**config.mk**
```make
export PLATFORM = sky130hd
export DESIGN_NAME = phy_link_resolver
export DESIGN_NICKNAME = d
export VERILOG_FILES = /design/src/rtl/plr_pkg.sv /design/src/rtl/plr_seq.sv /design/src/rtl/plr_decode.sv /design/src/rtl/plr_state.sv /design/src/rtl/phy_link_resolver.sv
export SDC_FILE = /design/constraint.sdc
export NUM_CORES = 1
export LEC_CHECK = 0
export BUFFER_PORTS_ARGS = -buffer_cell sky130_fd_sc_hd__buf_4
export CELL_PAD_IN_SITES_DETAIL_PLACEMENT = 0
export CELL_PAD_IN_SITES_GLOBAL_PLACEMENT = 1
export CORE_MARGIN = 2
export CORE_UTILIZATION = 25
export DETAILED_ROUTE_END_ITERATION = 16
export PLACE_DENSITY_LB_ADDON = 0.3
export SYNTH_ARGS = -nofsm -noshare
export SYNTH_HDL_FRONTEND = slang
export SYNTH_SLANG_ARGS = --single-unit
```
**constraint.sdc**
```tcl
create_clock -name clk -period 1.6 [get_ports clk]
set_clock_uncertainty 0.05 [all_clocks]
set_input_delay 0.16 -clock clk [delete_from_list [all_inputs] [get_ports clk]]
set_output_delay 0.16 -clock clk [all_outputs]
set_load 0.01 [all_outputs]
```
**src/rtl/plr_pkg.sv**
```systemverilog
package plr_pkg;
  localparam int DATA_W = 16;
  localparam int REGA_W = 5;
  localparam int PHYA_W = 5;
  localparam int ABIL_W = 6;
  localparam int ABIL_SH = 5;

  localparam logic [REGA_W-1:0] REG_BASIC   = 5'd1;
  localparam logic [REGA_W-1:0] REG_GIG     = 5'd10;
  localparam logic [REGA_W-1:0] REG_PARTNER = 5'd5;

  localparam logic [DATA_W-1:0] GIG_FD_MASK = 16'h0800;
  localparam logic [DATA_W-1:0] GIG_HD_MASK = 16'h0400;
  localparam logic [DATA_W-1:0] ABIL_MASK   = 16'h05E0;
  localparam int LINK_BIT = 2;
  localparam int PAUSE_BIT = 5;

  localparam logic [1:0] SPD_10   = 2'd0;
  localparam logic [1:0] SPD_100  = 2'd1;
  localparam logic [1:0] SPD_1000 = 2'd2;
  localparam logic [1:0] MODE_A   = 2'd2;
  localparam logic [1:0] MODE_G   = 2'd3;

  typedef enum logic [2:0] {S_IDLE, S_LINK, S_GIG, S_ABIL, S_COMMIT} seq_t;

  typedef struct packed {
    logic       spare;
    logic [1:0] mode;
    logic [1:0] speed;
    logic       duplex;
    logic       link;
  } stat_t;

  typedef struct packed {
    logic       found;
    logic       gig;
    logic [1:0] speed;
    logic       duplex;
  } res_t;

  function automatic logic link_of(input logic [DATA_W-1:0] w);
    return w[LINK_BIT];
  endfunction

  function automatic logic [1:0] gig_of(input logic [DATA_W-1:0] w);
    return {|(w & GIG_FD_MASK), |(w & GIG_HD_MASK)};
  endfunction

  function automatic logic [ABIL_W-1:0] abil_of(input logic [DATA_W-1:0] w);
    logic [DATA_W-1:0] t;
    t = (w & ABIL_MASK) >> ABIL_SH;
    return t[ABIL_W-1:0];
  endfunction

  function automatic res_t resolve(input logic [1:0] g, input logic [ABIL_W-1:0] a);
    res_t r;
    r = '0;
    if (g[1])      begin r.found = 1'b1; r.gig = 1'b1; r.speed = SPD_1000; r.duplex = 1'b1; end
    else if (g[0]) begin r.found = 1'b1; r.gig = 1'b1; r.speed = SPD_1000; r.duplex = 1'b0; end
    else if (a[3]) begin r.found = 1'b1; r.speed = SPD_100; r.duplex = 1'b1; end
    else if (a[2]) begin r.found = 1'b1; r.speed = SPD_100; r.duplex = 1'b0; end
    else if (a[1]) begin r.found = 1'b1; r.speed = SPD_10;  r.duplex = 1'b1; end
    else if (a[0]) begin r.found = 1'b1; r.speed = SPD_10;  r.duplex = 1'b0; end
    return r;
  endfunction

  function automatic logic [1:0] mode_swap(input logic [1:0] code, input logic gig);
    if (gig && code == MODE_A) return MODE_G;
    if (!gig && code == MODE_G) return MODE_A;
    return code;
  endfunction
endpackage

```
**src/rtl/plr_seq.sv**
```systemverilog
module plr_seq
  import plr_pkg::*;
(
  input  logic                clk,
  input  logic                rst_n,
  input  logic                poll,
  input  logic                rd_ack,
  input  logic [DATA_W-1:0]   rd_data,
  output logic                rd_req,
  output logic [REGA_W-1:0]   rd_reg,
  output logic                link_ok,
  output logic [1:0]          gig,
  output logic [ABIL_W-1:0]   abil,
  output logic                commit
);
  seq_t state;

  always_ff @(posedge clk) begin
    if (!rst_n) begin
      state   <= S_IDLE;
      link_ok <= 1'b0;
      gig     <= '0;
      abil    <= '0;
    end else begin
      case (state)
        S_IDLE: if (poll) state <= S_LINK;
        S_LINK: if (rd_ack) begin
          link_ok <= link_of(rd_data);
          state   <= link_of(rd_data) ? S_GIG : S_COMMIT;
        end
        S_GIG: if (rd_ack) begin
          gig   <= gig_of(rd_data);
          state <= S_ABIL;
        end
        S_ABIL: if (rd_ack) begin
          abil  <= abil_of(rd_data);
          state <= S_COMMIT;
        end
        default: state <= S_IDLE;
      endcase
    end
  end

  always_comb begin
    case (state)
      S_GIG:   rd_reg = REG_GIG;
      S_ABIL:  rd_reg = REG_PARTNER;
      default: rd_reg = REG_BASIC;
    endcase
  end

  assign rd_req = (state == S_LINK) || (state == S_GIG) || (state == S_ABIL);
  assign commit = (state == S_COMMIT);
endmodule

```
**src/rtl/plr_decode.sv**
```systemverilog
module plr_decode
  import plr_pkg::*;
(
  input  logic              link_ok,
  input  logic [1:0]        gig,
  input  logic [ABIL_W-1:0] abil,
  input  logic [1:0]        cfg_if_mode,
  input  logic              autoneg_en,
  input  logic [1:0]        cfg_speed,
  input  logic              cfg_duplex,
  input  logic [1:0]        cur_speed,
  input  logic              cur_duplex,
  input  logic              cur_fc,
  output logic [1:0]        nxt_speed,
  output logic              nxt_duplex,
  output logic              nxt_fc,
  output stat_t             nxt_word
);
  res_t res;

  always_comb begin
    res        = resolve(gig, abil);
    nxt_speed  = (link_ok && res.found) ? res.speed  : cur_speed;
    nxt_duplex = (link_ok && res.found) ? res.duplex : cur_duplex;
    nxt_fc     = link_ok ? abil[PAUSE_BIT] : cur_fc;
    nxt_word        = '0;
    nxt_word.link   = link_ok;
    nxt_word.mode   = link_ok ? mode_swap(cfg_if_mode, res.gig) : cfg_if_mode;
    nxt_word.speed  = autoneg_en ? nxt_speed  : cfg_speed;
    nxt_word.duplex = autoneg_en ? nxt_duplex : cfg_duplex;
  end
endmodule

```
**src/rtl/plr_state.sv**
```systemverilog
module plr_state
  import plr_pkg::*;
(
  input  logic       clk,
  input  logic       rst_n,
  input  logic       commit,
  input  logic       link_ok,
  input  logic [1:0] nxt_speed,
  input  logic       nxt_duplex,
  input  logic       nxt_fc,
  input  stat_t      nxt_word,
  output stat_t      word_q,
  output logic       stat_we,
  output logic       fc_q,
  output logic       fc_we,
  output logic       path_en,
  output logic       path_dis,
  output logic [1:0] speed_q,
  output logic       duplex_q,
  output logic       done
);
  logic link_q;
  logic word_diff, fc_diff, link_rise, link_fall;

  assign word_diff = (nxt_word != word_q);
  assign fc_diff   = (nxt_fc != fc_q);
  assign link_rise = link_ok && !link_q;
  assign link_fall = !link_ok && link_q;

  always_ff @(posedge clk) begin
    if (!rst_n) begin
      word_q   <= '0;
      fc_q     <= 1'b0;
      link_q   <= 1'b0;
      speed_q  <= '0;
      duplex_q <= 1'b0;
      stat_we  <= 1'b0;
      fc_we    <= 1'b0;
      path_en  <= 1'b0;
      path_dis <= 1'b0;
      done     <= 1'b0;
    end else begin
      stat_we  <= commit && word_diff;
      fc_we    <= commit && fc_diff;
      path_en  <= commit && link_rise;
      path_dis <= commit && link_fall;
      done     <= commit;
      if (commit) begin
        word_q   <= nxt_word;
        fc_q     <= nxt_fc;
        link_q   <= link_ok;
        speed_q  <= nxt_speed;
        duplex_q <= nxt_duplex;
      end
    end
  end
endmodule

```
**src/rtl/phy_link_resolver.sv**
```systemverilog
module phy_link_resolver
  import plr_pkg::*;
(
  input  logic              clk,
  input  logic              rst_n,
  input  logic              poll,
  input  logic              autoneg_en,
  input  logic [1:0]        cfg_speed,
  input  logic              cfg_duplex,
  input  logic [1:0]        cfg_if_mode,
  input  logic [PHYA_W-1:0] cfg_phy_addr,
  output logic              rd_req,
  output logic [PHYA_W-1:0] rd_phy,
  output logic [REGA_W-1:0] rd_reg,
  input  logic              rd_ack,
  input  logic [DATA_W-1:0] rd_data,
  output logic              stat_we,
  output logic [6:0]        stat_word,
  output logic              fc_we,
  output logic              fc_en,
  output logic              path_en,
  output logic              path_dis,
  output logic [1:0]        det_speed,
  output logic              det_duplex,
  output logic              done
);
  logic              link_ok, commit;
  logic [1:0]        gig;
  logic [ABIL_W-1:0] abil;
  logic [1:0]        nxt_speed;
  logic              nxt_duplex, nxt_fc;
  stat_t             nxt_word, word_q;

  assign rd_phy = cfg_phy_addr;

  plr_seq u_seq (
    .clk(clk), .rst_n(rst_n), .poll(poll), .rd_ack(rd_ack), .rd_data(rd_data),
    .rd_req(rd_req), .rd_reg(rd_reg), .link_ok(link_ok), .gig(gig), .abil(abil),
    .commit(commit)
  );

  plr_decode u_dec (
    .link_ok(link_ok), .gig(gig), .abil(abil), .cfg_if_mode(cfg_if_mode),
    .autoneg_en(autoneg_en), .cfg_speed(cfg_speed), .cfg_duplex(cfg_duplex),
    .cur_speed(det_speed), .cur_duplex(det_duplex), .cur_fc(fc_en),
    .nxt_speed(nxt_speed), .nxt_duplex(nxt_duplex), .nxt_fc(nxt_fc), .nxt_word(nxt_word)
  );

  plr_state u_st (
    .clk(clk), .rst_n(rst_n), .commit(commit), .link_ok(link_ok),
    .nxt_speed(nxt_speed), .nxt_duplex(nxt_duplex), .nxt_fc(nxt_fc), .nxt_word(nxt_word),
    .word_q(word_q), .stat_we(stat_we), .fc_q(fc_en), .fc_we(fc_we),
    .path_en(path_en), .path_dis(path_dis), .speed_q(det_speed), .duplex_q(det_duplex),
    .done(done)
  );

  assign stat_word = word_q;
endmodule

```
==> key figures <==
Route
  • Final wirelength: 3300 um
  • Vias per cell: 4.38
  • WL met1: 1660 um
  • WL met2: 1380 um
  • DR DRC count: 0
  • Detailed Route Iter0 Violations: 23
  • Final antenna-violating net count: 0
  • DR WL/cell: 12.1 um
  • Initial DRT Pass Iterations: 4
  • Via Count: 1,200
  • Top Layer Used: met4
  • Wire length on met3: approximately 230 um

Power and ir drop
  • Lkg Pwr: 0.766 nW
  • Internal power: 0.957 mW
  • Pwr Density: 685 nW/um^2
  • Sw Ratio: 0.237
  • Reg power frac: 0.534
  • VDD IR max: roughly 0.29 mV
  • Sw power: 0.297 mW
  • Clk pwr share: 0.343
  • Comb power frac: 0.123

Die
  • Die width: 78.8 um
  • Top-Level Pins: 58
  • Die Height: 78.8 um
  • Starting Density: 0.257
  • Core footprint: between 5000 and 6000 sq um
  • Site Rows: 27
  • DIE AREA: 6200 sq um

Worst hold path
  • Hold Path Class: in -> reg

STA
  • Slew Limit Fails: 0
  • RSZ-0062 raised after global routing: false
  • Setup TNS: 0 ps
  • Final period util: 0.945
  • WHS: 99.5 ps
  • FMAX: 0.661 GHz
  • Post-layout min period: 1510 ps
  • Final setup viols: 0
  • Final Hold Viols: 0

Synth
  • Cell count after synthesis: 163
  • Syn_area_per_cell: between 8 and 9 sq um
  • Synth area leaders: dfxtp_1 (37%), a21boi_0 (7.0%), nand2_1 (7.0%)
  • Asr flop ratio synth: 0
  • Sequential area share after synthesis: 0.372
  • Number of distinct library cells after synthesis: 46
  • Share of the synthesized area in the top cell type: 0.372
  • Number of synthesized register bits: 26
  • Area leader, netlist: dfxtp_1
  • Synthesized area: 1400 sq um
  • Ys flop type: dfxtp_1
  • Ys Warns: 0
  • EDFF count, synth: 0

Finish
  • Layout cells sized above 1: 0.342
  • Final-stage net count: 236
  • Layout fillers: 577
  • Design area: 1830 sq um
  • Antenna cells: 0
  • Area Overhead vs Synth: 30.9%
  • Post-layout util: 0.336

Placed design
  • Port Buf Inserts: 36
  • Routability Congestion: around 0.76
  • Placement Cell Area: 1750 sq um
  • Hpwl dp: between 2000 and 3000 um

Worst setup path
  • CP required: 1750 ps
  • Critical path data arrival time: roughly 1700 ps
  • Worst-path fanout max: 7
  • Worst setup SP type: flop
  • CP Capture Type: flop
  • Critical path type: reg -> reg

Clock network
  • Clock sinks: 26
  • Root Buffer: clkbuf_8
  • Skew-Pair Late Insertion Delay: 270 ps
  • CTS tree: yes
  • H-tree levels: 1
  • CTS Buffer Depth: 2
  • Total CTS buffers: 3
  • Worst-path clk slew: 90 ps

Global route
  • Largest net degree at the start of global routing: 24
  • Total GRT Usage: 0.114
  • First-pass GRT wire length: 5640 um
  • Total congestion overflow: 0
  • Antenna violations before repair: 0
  • Number of global-route vias before repair: 1,180

Run
  • Number of max-cap violations: 0

Outcome
  • Status: completed
-- logic make-up (layout without fill, tap and decap cells) --
| family | after synthesis | after routing | share of synthesized area |
|---|---|---|---|
| DFF | 26 | 26 | 0.372 |
| and+or+nand+nor | 70 | 70 | 0.278 |
| buffers and inverters | 20 | 58 | 0.0868 |
| muxes | 3 | 3 | 0.0224 |
| AOI/OAI and AO/OA | 36 | 36 | 0.189 |
| xor gates and xnor gates | 5 | 5 | 0.0313 |
| adders and majority gates | 2 | 2 | 0.0179 |
| other | 1 | 2 | 0.00268 |
-- cell usage in the layout (no fill, tap or decap), types with 2 or more instances in the layout --
master    count
buf_4        48
nand2_1      26
dfxtp_1      22
a21boi_0     13
nor2_1        8
nand3_1       8
inv_1         6
o21ai_0       5
a21oi_1       5
clkbuf_8      4
dfxtp_2       4
and2_1        3
nand2b_1      3
and3_1        3
xnor2_1       3
nor3b_1       2
a31oi_1       2
o22ai_1       2
nor3_1        2
mux2i_1       2
nor2b_1       2
xor2_1        2
ha_1          2
conb_1        2
-- cell usage after synthesis (2+ instances only) --
| library cell | count |
|---|---|
| a21boi_0 | 13 |
| a21oi_1 | 5 |
| a31oi_1 | 2 |
| and2_1 | 3 |
| and3_1 | 3 |
| buf_4 | 10 |
| clkbuf_1 | 2 |
| dfxtp_1 | 26 |
| ha_1 | 2 |
| inv_1 | 6 |
| mux2i_1 | 2 |
| nand2_1 | 26 |
| nand2b_1 | 3 |
| nand3_1 | 8 |
| nor2_1 | 8 |
| nor2b_1 | 2 |
| nor3_1 | 3 |
| nor3b_1 | 3 |
| o21ai_0 | 5 |
| o22ai_1 | 2 |
| xnor2_1 | 3 |
| xor2_1 | 2 |
-- per-stage QoR --
| stage | total power, mW | std cells | worst slack (ps) |
|---|---|---|---|
| floorplan | 0.780 | 164 | 58.2 |
| global placement | 0.839 | 269 | 34.5 |
| detailed placement | 0.838 | 269 | 31.6 |
| CTS | 1.29 | 273 | 13.8 |
| global route | 1.34 | 274 | 0.628 |
| finish | 1.25 | 274 | 88.0 |
-- timing repair --
| item | CTS | global route |
|---|---|---|
| endpoints found under the hold margin | 0 | 0 |
| buffers inserted | 0 | 1 |
| gates resized for setup | 0 | 7 |
| hold buffers | 0 | 0 |
| endpoints found under the setup margin | 0 | 3 |
-- layout make-up --
| cell class | count | area (sq um) | share of cell area |
|---|---|---|---|
| clock buffers | 4 | 55.1 | 0.0301 |
| inverters | 6 | 22.5 | 0.0123 |
| multi-input cells | 118 | 776 | 0.424 |
| flip-flops and latches | 26 | 526 | 0.287 |
| well taps | 72 | 90.1 | 0.0492 |
| repair buffers | 48 | 360 | 0.197 |
-- power by group through the flow --
stage | Sequential, mW | Clock [mW] | Combinational, mW
after global routing | 0.672 | 0.496 | 0.172
after CTS | 0.669 | 0.461 | 0.155
final | 0.669 | 0.430 | 0.154
after global placement | 0.684 | 0 | 0.154
after floorplan | 0.682 | 0 | 0.0982
after detailed placement | 0.684 | 0 | 0.154
-- critical path, stage by stage, from the launching register on --
cell and delay, ps:
dfxtp_1 370, nor2_4 220, or4b_1 460, o2111ai_1 120, a311oi_1 90, a41oi_2 140
-- registers in the layout, indices dropped and copies added (netlist names), 2 cells and up --
| signal | flops |
|---|---|
| u_st.word_q | 5 |
| u_seq.abil | 5 |
| u_seq.gig | 2 |
| u_seq.state | 3 |
| u_st.speed_q | 2 |
-- path summary, 6_finish.rpt --
check,from,end,slack (ps),cells after the start
max,u_seq.gig[1],u_st.stat_we,90,5
min,rd_data[7],u_seq.abil[2],100,3
max reg2reg,u_seq.gig[1],u_st.stat_we,90,5
min reg2reg,u_st.word_q[1],u_st.word_q[1],450,2
-- per-layer routing --
| layer | GRT usage | vias to the layer above |
|---|---|---|
| met1 | 0.153 | 524 |
| met3 | 0.0330 | 4 |
| met2 | 0.179 | 39 |
| met5 | 0 | - |
| met4 | 0.0316 | 0 |
| li1 | - | 633 |
Power figures use the tool's default switching activity.
